`src/rtl/rr_pkg.sv`:
```
package rr_pkg;
  // Wide evaluation; callers truncate to their data width.
  function automatic logic [63:0] rr_apply(input logic [63:0] x,
                                           input int unsigned mul,
                                           input int unsigned add);
    return x * 64'(mul) + 64'(add);
  endfunction
endpackage

```
`src/rtl/rr_phase_ctr.sv`:
```
module rr_phase_ctr #(
  parameter int unsigned N  = 4,
  localparam int unsigned CW = (N > 1) ? $clog2(N) : 1
) (
  input  logic          clk_i,
  input  logic          rst_ni,
  output logic [CW-1:0] sel_o,
  output logic [N-1:0]  ld_o
);
  localparam logic [CW-1:0] LAST = CW'(N - 1);

  always_ff @(posedge clk_i or negedge rst_ni) begin
    if (!rst_ni)            sel_o <= '0;
    else if (sel_o == LAST) sel_o <= '0;
    else                    sel_o <= sel_o + 1'b1;
  end

  for (genvar k = 0; k < N; k++) begin : g_dec
    assign ld_o[k] = (sel_o == CW'(k));
  end
endmodule

```
`src/rtl/rr_lane.sv`:
```
module rr_lane #(
  parameter int unsigned W   = 16,
  parameter int unsigned MUL = 3,
  parameter int unsigned ADD = 5
) (
  input  logic         clk_i,
  input  logic         rst_ni,
  input  logic         ld_i,
  input  logic         vld_i,
  input  logic [W-1:0] dat_i,
  output logic         vld_o,
  output logic [W-1:0] res_o
);
  logic [W-1:0] dat_q;

  always_ff @(posedge clk_i or negedge rst_ni) begin
    if (!rst_ni) begin
      vld_q_reset: begin
        vld_o <= 1'b0;
        dat_q <= '0;
      end
    end else if (ld_i) begin
      vld_o <= vld_i;
      if (vld_i) dat_q <= dat_i;  // skip data toggling on bubbles
    end
  end

  // Settles over N base periods before the output mux samples it.
  assign res_o = W'(rr_pkg::rr_apply(64'(dat_q), MUL, ADD));
endmodule

```
`src/rtl/rr_out_mux.sv`:
```
module rr_out_mux #(
  parameter int unsigned N = 4,
  parameter int unsigned W = 16,
  localparam int unsigned CW = (N > 1) ? $clog2(N) : 1
) (
  input  logic                clk_i,
  input  logic                rst_ni,
  input  logic [CW-1:0]       sel_i,
  input  logic [N-1:0]        vld_i,
  input  logic [N-1:0][W-1:0] res_i,
  output logic                vld_o,
  output logic [W-1:0]        dat_o
);
  always_ff @(posedge clk_i or negedge rst_ni) begin
    if (!rst_ni) begin
      vld_o <= 1'b0;
      dat_o <= '0;
    end else begin
      vld_o <= vld_i[sel_i];
      dat_o <= res_i[sel_i];
    end
  end
endmodule

```
`src/rtl/rr_replica_unit.sv`:
```
module rr_replica_unit #(
  parameter int unsigned N   = 4,
  parameter int unsigned W   = 16,
  parameter int unsigned MUL = 3,
  parameter int unsigned ADD = 5
) (
  input  logic         clk_i,
  input  logic         rst_ni,
  input  logic         in_valid_i,
  input  logic [W-1:0] in_data_i,
  output logic         out_valid_o,
  output logic [W-1:0] out_data_o
);
  localparam int unsigned CW = (N > 1) ? $clog2(N) : 1;

  logic [CW-1:0]       sel;
  logic [N-1:0]        lane_ld;
  logic [N-1:0]        lane_vld;
  logic [N-1:0][W-1:0] lane_res;

  rr_phase_ctr #(.N(N)) u_ctr (
    .clk_i (clk_i),
    .rst_ni(rst_ni),
    .sel_o (sel),
    .ld_o  (lane_ld)
  );

  for (genvar k = 0; k < N; k++) begin : g_lane
    rr_lane #(.W(W), .MUL(MUL), .ADD(ADD)) u_lane (
      .clk_i (clk_i),
      .rst_ni(rst_ni),
      .ld_i  (lane_ld[k]),
      .vld_i (in_valid_i),
      .dat_i (in_data_i),
      .vld_o (lane_vld[k]),
      .res_o (lane_res[k])
    );
  end

  // Lane sel is sampled on the same edge that reloads it.
  rr_out_mux #(.N(N), .W(W)) u_mux (
    .clk_i (clk_i),
    .rst_ni(rst_ni),
    .sel_i (sel),
    .vld_i (lane_vld),
    .res_i (lane_res),
    .vld_o (out_valid_o),
    .dat_o (out_data_o)
  );
endmodule

```
`config.mk`:
```
export PLATFORM = sky130hd
export DESIGN_NAME = rr_replica_unit
export DESIGN_NICKNAME = d
export VERILOG_FILES = /design/src/rtl/rr_pkg.sv /design/src/rtl/rr_phase_ctr.sv /design/src/rtl/rr_lane.sv /design/src/rtl/rr_out_mux.sv /design/src/rtl/rr_replica_unit.sv
export SDC_FILE = /design/constraint.sdc
export NUM_CORES = 1
export LEC_CHECK = 0
export BUFFER_PORTS_ARGS = -buffer_cell sky130_fd_sc_hd__buf_2
export CORE_UTILIZATION = 50
export DETAILED_ROUTE_END_ITERATION = 12
export PLACE_DENSITY = 0.81
export SKIP_CTS_REPAIR_TIMING = 1
export SYNTH_ARGS = -nofsm -noshare
export SYNTH_HDL_FRONTEND = slang
export SYNTH_SLANG_ARGS = --single-unit
```
`constraint.sdc`:
```
create_clock -name clk_i -period 2.3 [get_ports clk_i]
set_input_delay 0.23 -clock clk_i [delete_from_list [all_inputs] [get_ports clk_i]]
set_output_delay 0.23 -clock clk_i [all_outputs]
set_load 0.005 [all_outputs]
```
==> impl_metrics.json, run 1 <==
{
  "status": "finished with violations",
  "violations": "negative setup slack",
  "pin_count": 36,
  "cts_num_sinks": 87,
  "cts_tree": "done",
  "internal-power_mw": 4.50,
  "hold_slack_ns": 0.180,
  "ir_drop_mv": 0.425,
  "grt_overflow": 0,
  "rsz0062_at_grt": "yes",
  "synth_area_per_cell_um2": 10.7,
  "cts.path.max_buffers": 2,
  "met3_usage": 0.0347,
  "clk_latency_ns": 0.34,
  "dpl-instance-area_um2": 7860,
  "grt.busiest_layer": "met2",
  "fin_skew_ns": 0.00546,
  "critPathKind": "register to register",
  "finalWorstSetupSlack_ns": -0.306,
  "worstReg2RegEnd": "u_mux.dat_o[13]$_DFF_PN0_",
  "drt_iter0_markers": 280,
  "syn-num-nets": 778,
  "drc": 0,
  "wl_per_cell_um": 19.1,
  "cp_max_fo": 3,
  "tightest_slew_ns": 0.764,
  "antenna_left": 0,
  "area_growth_pct": 28.3,
  "postSynthCellCount": 639,
  "placementRows": 42,
  "p_per_area_nw_per_um2": 819,
  "finish.utilization": 0.658,
  "endpoint_kind": "register",
  "endpoint": "u_mux.dat_o[13]$_DFF_PN0_",
  "combPwrFrac": 0.539,
  "start_util": 0.513,
  "r2r_start": "g_lane[0].u_lane.dat_q[1]$_DFFE_PN0P_",
  "hp-start": "in_data_i[0]",
  "firstDrtPassIters": 5,
  "viasPerCell": 5.90,
  "dp_hpwl_um": 12900,
  "synth_edf_count": 0,
  "fin_area_um2": 8750,
  "leakagePower_nw": 3.97,
  "dieArea_um2": 14100,
  "synth.top_cell.area_share": 0.319,
  "grt_pass1_wl_um": 27400,
  "grt_util_met1": 0.307,
  "max_freq_mhz": 384,
  "place.gp.congestion": 0.937,
  "htree_levels": 3,
  "synthTopCellsByCount": "ha_1, dfrtp_1, mux2_2",
  "pwr-share-seq": 0.271,
  "synth.area.top_cells": "dfrtp_1, ha_1, mux2_2",
  "crit_arrival_ns": 2.84,
  "final_hold_viol_count": 0,
  "synth.most_common_cell": "ha_1",
  "ys_warn_count": 0,
  "clkPwrFrac": 0.190,
  "worst_r2r_path_depth": 11,
  "layout-drive-gt1-share": 0.409,
  "diodes": 0,
  "reg2reg_slack_ns": -0.31,
  "slew_headroom": 0.489,
  "met2_usage": 0.431,
  "yosys_register_bits": 87,
  "ys.flop_type": "dfrtp_1",
  "yosysSeqAreaShare": 0.319,
  "grt_pass1_vias": 5695,
  "cp-start-kind": "register",
  "async_flop_share": 1.00,
  "grt_start_max_net_pins": 46,
  "fin_nets": 903,
  "required_ns": 2.53,
  "ys_types": 58,
  "track_usage": 0.248,
  "maxSlewViolCount": 0,
  "crit_path_start": "g_lane[0].u_lane.dat_q[1]$_DFFE_PN0P_",
  "setup_viol": 11,
  "antenna_found_initial": 0,
  "min_path_type": "input pin to register",
  "vias": 5568,
  "maxCapViolations": 0,
  "path_clk_slew_ns": 0.06,
  "synth_area_um2": 6820,
  "routed_wirelength_um": 18000,
  "cts_made_buffers": 9,
  "portBuffers": 35,
  "die_h_um": 119,
  "post-route-period-util": 1.13,
  "cts_root_buffer": "clkbuf_16",
  "post-route-min-period_ns": 2.61,
  "coreArea_um2": 13300,
  "yosysTopAreaCell": "dfrtp_1",
  "die_width_um": 119,
  "p_sw_frac": 0.373,
  "p_switching_mw": 2.68
}
-- power groups by stage --
stage / logic (mW) / registers, mW / clock network, mW
4_1_cts: 3.33 / 1.92 / 1.38
3_3_place_gp: 3.16 / 1.93 / 0
2_1_floorplan: 2.07 / 1.93 / 0
6_report: 3.86 / 1.94 / 1.36
3_5_place_dp: 3.27 / 1.95 / 0
5_1_grt: 4.17 / 1.97 / 1.42
-- metrics by stage --
stage                     total power [mW]  std cells  worst slack (ns)  setup TNS [ns]
final                                 7.17        944            -0.306           -1.84
after global routing                  7.55        944            -0.382           -2.79
after CTS                             6.62        934            -0.425           -2.52
after detailed placement              5.22        919            -0.395           -2.21
after global placement                5.09        919            -0.195           -1.19
after floorplan                       4.00        639           -0.0419         -0.0419
-- worst min path at each step --
stage | endpoint | slack [ns] | depth (start not counted)
floorplan | g_lane[0].u_lane.dat_q[0]$_DFFE_PN0P_ | -0.07 | 0
global placement | g_lane[2].u_lane.dat_q[15]$_DFFE_PN0P_ | 0.28 | 1
detailed placement | g_lane[2].u_lane.dat_q[15]$_DFFE_PN0P_ | 0.28 | 1
CTS | g_lane[2].u_lane.dat_q[15]$_DFFE_PN0P_ | -0.09 | 1
global route | g_lane[2].u_lane.dat_q[0]$_DFFE_PN0P_ | 0.19 | 2
finish | g_lane[2].u_lane.dat_q[0]$_DFFE_PN0P_ | 0.18 | 2
-- layout by cell type (no fill, tap or decap), types with 6 or more instances in the layout --
| cell | synthesis | routed |
|---|---|---|
| xor2_1 | 21 | 18 |
| inv_1 | 36 | 26 |
| inv_2 | 0 | 10 |
| nand4_1 | 6 | 6 |
| a21o_1 | 10 | 10 |
| mux4_2 | 9 | 9 |
| a21oi_1 | 41 | 29 |
| buf_2 | 4 | 34 |
| dfrtp_1 | 87 | 83 |
| nand2_1 | 34 | 33 |
| a21oi_2 | 3 | 11 |
| clkbuf_16 | 0 | 9 |
| nor2_1 | 27 | 22 |
| nand3_1 | 15 | 13 |
| ha_1 | 116 | 85 |
| buf_4 | 0 | 90 |
| o21ai_0 | 24 | 19 |
| ha_4 | 0 | 29 |
| o21a_1 | 6 | 6 |
| o21ai_1 | 4 | 7 |
| xnor2_1 | 37 | 36 |
| mux2_2 | 64 | 64 |
-- worst max-delay path, cell delays in order, from the launching register on --
cell       delay [ns]
dfrtp_1          0.38
inv_2            0.11
ha_4             0.15
inv_2            0.04
fa_2             0.38
and2b_1          0.26
o2111ai_2        0.16
a21oi_2          0.28
buf_4            0.17
a31oi_4          0.09
xnor2_1          0.17
a2111oi_2        0.31
-- per-layer routing --
layer | vias to the layer above | wire (µm)
met5 | - | 0
met4 | 0 | 616
met3 | 53 | 734
met2 | 169 | 9110
met1 | 2768 | 7580
li1 | 2578 | -
-- sequential cells by signal, summed over array words and instances, names as in the netlist --
| name | cells |
|---|---|
| g_lane.u_lane.dat_q | 64 |
| g_lane.u_lane.vld_o | 4 |
| u_ctr.sel_o | 2 |
| u_mux.dat_o | 16 |
| u_mux.vld_o | 1 |
-- kinds of logic after synthesis --
family                   synth area share
AO/OA/AOI/OAI                       0.136
XOR/XNOR                           0.0745
adder cells (fa/ha/maj)             0.225
buffers and inverters              0.0290
flip-flops                          0.319
multiplexers                        0.138
AND/OR/NAND/NOR                    0.0782
-- cell type report --
| class | count | area, µm² |
|---|---|---|
| clock inverters | 4 | 22.5 |
| clock buffers | 11 | 243 |
| inverters | 36 | 135 |
| fillers | 932 | 4540 |
| repair buffers | 129 | 910 |
| multi-input cells | 501 | 5040 |
| flip-flops and latches | 87 | 2180 |
| well taps | 176 | 220 |
(Power assumes the default switching activity.)
==> run 2, diff against run 1 <==
--- a/config.mk
+++ b/config.mk
@@ -8,7 +8,7 @@
 export BUFFER_PORTS_ARGS = -buffer_cell sky130_fd_sc_hd__buf_2
 export CORE_UTILIZATION = 50
 export DETAILED_ROUTE_END_ITERATION = 12
-export PLACE_DENSITY = 0.81
+export PLACE_DENSITY = 0.78
 export SKIP_CTS_REPAIR_TIMING = 1
 export SYNTH_ARGS = -nofsm -noshare
 export SYNTH_HDL_FRONTEND = slang
==> constraint.sdc (replaced) <==
create_clock -name clk_i -period 2.9 [get_ports clk_i]
set_input_delay 0.29 -clock clk_i [delete_from_list [all_inputs] [get_ports clk_i]]
set_output_delay 0.29 -clock clk_i [all_outputs]
set_load 0.005 [all_outputs]
==> run 2 against run 1 <==
Effect of this change:
- the run now ends clean
- sequential share of layout area increased by 3.9 points
- cell count decreased by 9.2%
- combinational power decreased by 42%
- non-clock buffer count decreased by 87
- die area unchanged
- sequential power decreased by 21%
- worst setup slack improved by 0.49 ns
- critical path type unchanged
- critical endpoint unchanged
==> impl_metrics.json, run 2 (synthesis gave the netlist of run 1 again) <==
{
  "tightest_slew_ns": 0.788,
  "leakagePower_nw": 3.52,
  "cts.path.max_buffers": 2,
  "stdcell_count": 857,
  "start_util": 0.513,
  "fill_cells": 1089,
  "layout-drive-gt1-share": 0.211,
  "clkPwrFrac": 0.250,
  "slowest_delay_ns": 0.46,
  "cts_tree": "done",
  "maxCapViolations": 0,
  "path_cells": "inv_1 -> ha_1 -> fa_1 -> nand2b_1 -> a21oi_1 -> a21o_1 -> a21bo_2 -> xor2_1 -> nor2_1 -> a2111oi_2",
  "path_clk_slew_ns": 0.07,
  "portBuffers": 35,
  "internal-power_mw": 3.22,
  "hold_slack_ns": 0.226,
  "regArea_um2": 2180,
  "die_h_um": 119,
  "drt_iter0_markers": 221,
  "hold_path_end": "g_lane[1].u_lane.dat_q[0]$_DFFE_PN0P_",
  "final_common_cell": "ha_1",
  "grt_start_max_net_pins": 47,
  "worstReg2RegEnd": "u_mux.dat_o[13]$_DFF_PN0_",
  "grt_pass1_wl_um": 25500,
  "combPwrFrac": 0.446,
  "track_usage": 0.233,
  "cts_num_sinks": 87,
  "dieArea_um2": 14100,
  "cp_max_fo": 3,
  "ir_drop_mv": 0.335,
  "p_sw_frac": 0.358,
  "largest_reg_flops": 64,
  "coreArea_um2": 13300,
  "required_ns": 3.15,
  "fin_area_um2": 7540,
  "drc": 0,
  "p_switching_mw": 1.79,
  "grt_pass1_vias": 5261,
  "largest-register": "g_lane.u_lane.dat_q",
  "die_width_um": 119,
  "cts_made_buffers": 9,
  "antenna_found_initial": 0,
  "diodes": 0,
  "pin_count": 36,
  "dpl-instance-area_um2": 7210,
  "multi_input_area_um2": 4450,
  "r2r_start": "g_lane[1].u_lane.dat_q[1]$_DFFE_PN0P_",
  "pwr-share-seq": 0.305,
  "reg2reg_slack_ns": 0.18,
  "clk_latency_ns": 0.36,
  "fin_skew_ns": 0.0100,
  "htree_levels": 3,
  "max_freq_mhz": 368,
  "firstDrtPassIters": 5,
  "p_per_area_nw_per_um2": 665,
  "setup_tns_ns": 0,
  "slew_headroom": 0.473,
  "fin_nets": 816,
  "antenna_left": 0,
  "post-route-period-util": 0.938,
  "cp_slowest_cell": "fa_1",
  "routed_wirelength_um": 15200,
  "final_hold_viol_count": 0,
  "cts_root_buffer": "clkbuf_16",
  "min_path_type": "input pin to register",
  "dp_hpwl_um": 12000,
  "vias": 5003,
  "dp.cells": 841,
  "maxSlewViolCount": 0,
  "place.gp.congestion": 0.898,
  "endpoint_kind": "register",
  "critical_path_buf_inv_count": 1,
  "post-route-min-period_ns": 2.72,
  "reg_top3": "g_lane.u_lane.dat_q x64, u_mux.dat_o x16, g_lane.u_lane.vld_o x4",
  "worst_r2r_path_depth": 10,
  "critPathKind": "register to register",
  "rsz0062_at_grt": "no",
  "wl_per_cell_um": 17.7,
  "critical_path.top_delay_family": "compound AO/OA/AOI/OAI gates",
  "viasPerCell": 5.84,
  "placementRows": 42,
  "grt_overflow": 0,
  "status": "completed",
  "hp-start": "in_data_i[0]",
  "crit_arrival_ns": 2.97,
  "path_depth": 10,
  "area_growth_pct": 10.6,
  "setup_viol": 0,
  "min_path_cells": 2,
  "layout_common_cells": "ha_1, dfrtp_1, mux2_2",
  "cp-start-kind": "register"
}
-- run 2: cell count changes in the layout (fill, tap and decap cells not counted), sizes merged --
cell    previous run  this run
clkinv             3         0
bufinv             0         2
clkbuf            11        12
buf              128        41
-- run 2: worst max path at each step --
stage / startpoint / end / slack, ns
after floorplan: g_lane[1].u_lane.dat_q[1]$_DFFE_PN0P_ / u_mux.dat_o[13]$_DFF_PN0_ / 0.50
after global placement: g_lane[2].u_lane.dat_q[1]$_DFFE_PN0P_ / u_mux.dat_o[14]$_DFF_PN0_ / 0.23
after detailed placement: g_lane[2].u_lane.dat_q[1]$_DFFE_PN0P_ / u_mux.dat_o[14]$_DFF_PN0_ / 0.17
after CTS: g_lane[2].u_lane.dat_q[1]$_DFFE_PN0P_ / u_mux.dat_o[14]$_DFF_PN0_ / 0.14
after global routing: g_lane[1].u_lane.dat_q[1]$_DFFE_PN0P_ / u_mux.dat_o[13]$_DFF_PN0_ / 0.008
final: g_lane[1].u_lane.dat_q[1]$_DFFE_PN0P_ / u_mux.dat_o[13]$_DFF_PN0_ / 0.18
-- run 2: power groups by stage --
stage / sequential [mW] / clock (mW) / combinational (mW)
3_3_place_gp: 1.54 / 0 / 2.12
4_1_cts: 1.53 / 1.28 / 2.22
5_1_grt: 1.55 / 1.33 / 2.47
6_report: 1.53 / 1.25 / 2.23
2_1_floorplan: 1.53 / 0 / 1.61
3_5_place_dp: 1.55 / 0 / 2.19
-- run 2: worst reg2reg max path: cells and delay by family, from the launching register on --
family	cells	cell delay, ns
AOI/OAI and AO/OA	4	1.01
adders and majority gates	2	0.79
DFF	1	0.36
and+or+nand+nor	2	0.24
xor gates and xnor gates	1	0.15
buffers and inverters	1	0.06
-- run 2: stage by stage --
stage               total power, mW  utilization  worst slack [ns]
global placement               3.66        0.542             0.234
floorplan                      3.14            -             0.497
global route                   5.34        0.567           0.00768
finish                         5.01        0.567             0.181
CTS                            5.02        0.566             0.144
detailed placement             3.74        0.542             0.172
-- run 2: layout make-up --
cell class	count	share of cell area
clock inverters	3	0.00896
clock buffers	12	0.0327
inverters	36	0.0179
multi-input cells	501	0.590
repair buffers	42	0.0325
flip-flops and latches	87	0.289
well taps	176	0.0292
-- run 2: routing by layer --
layer | share of wire | global-route usage | vias up
met5 | 0 | 0 | -
li1 | - | - | 2410
met1 | 0.45 | 0.296 | 2480
met3 | 0.034 | 0.0352 | 27
met2 | 0.49 | 0.396 | 86
met4 | 0.026 | 0.0949 | 0
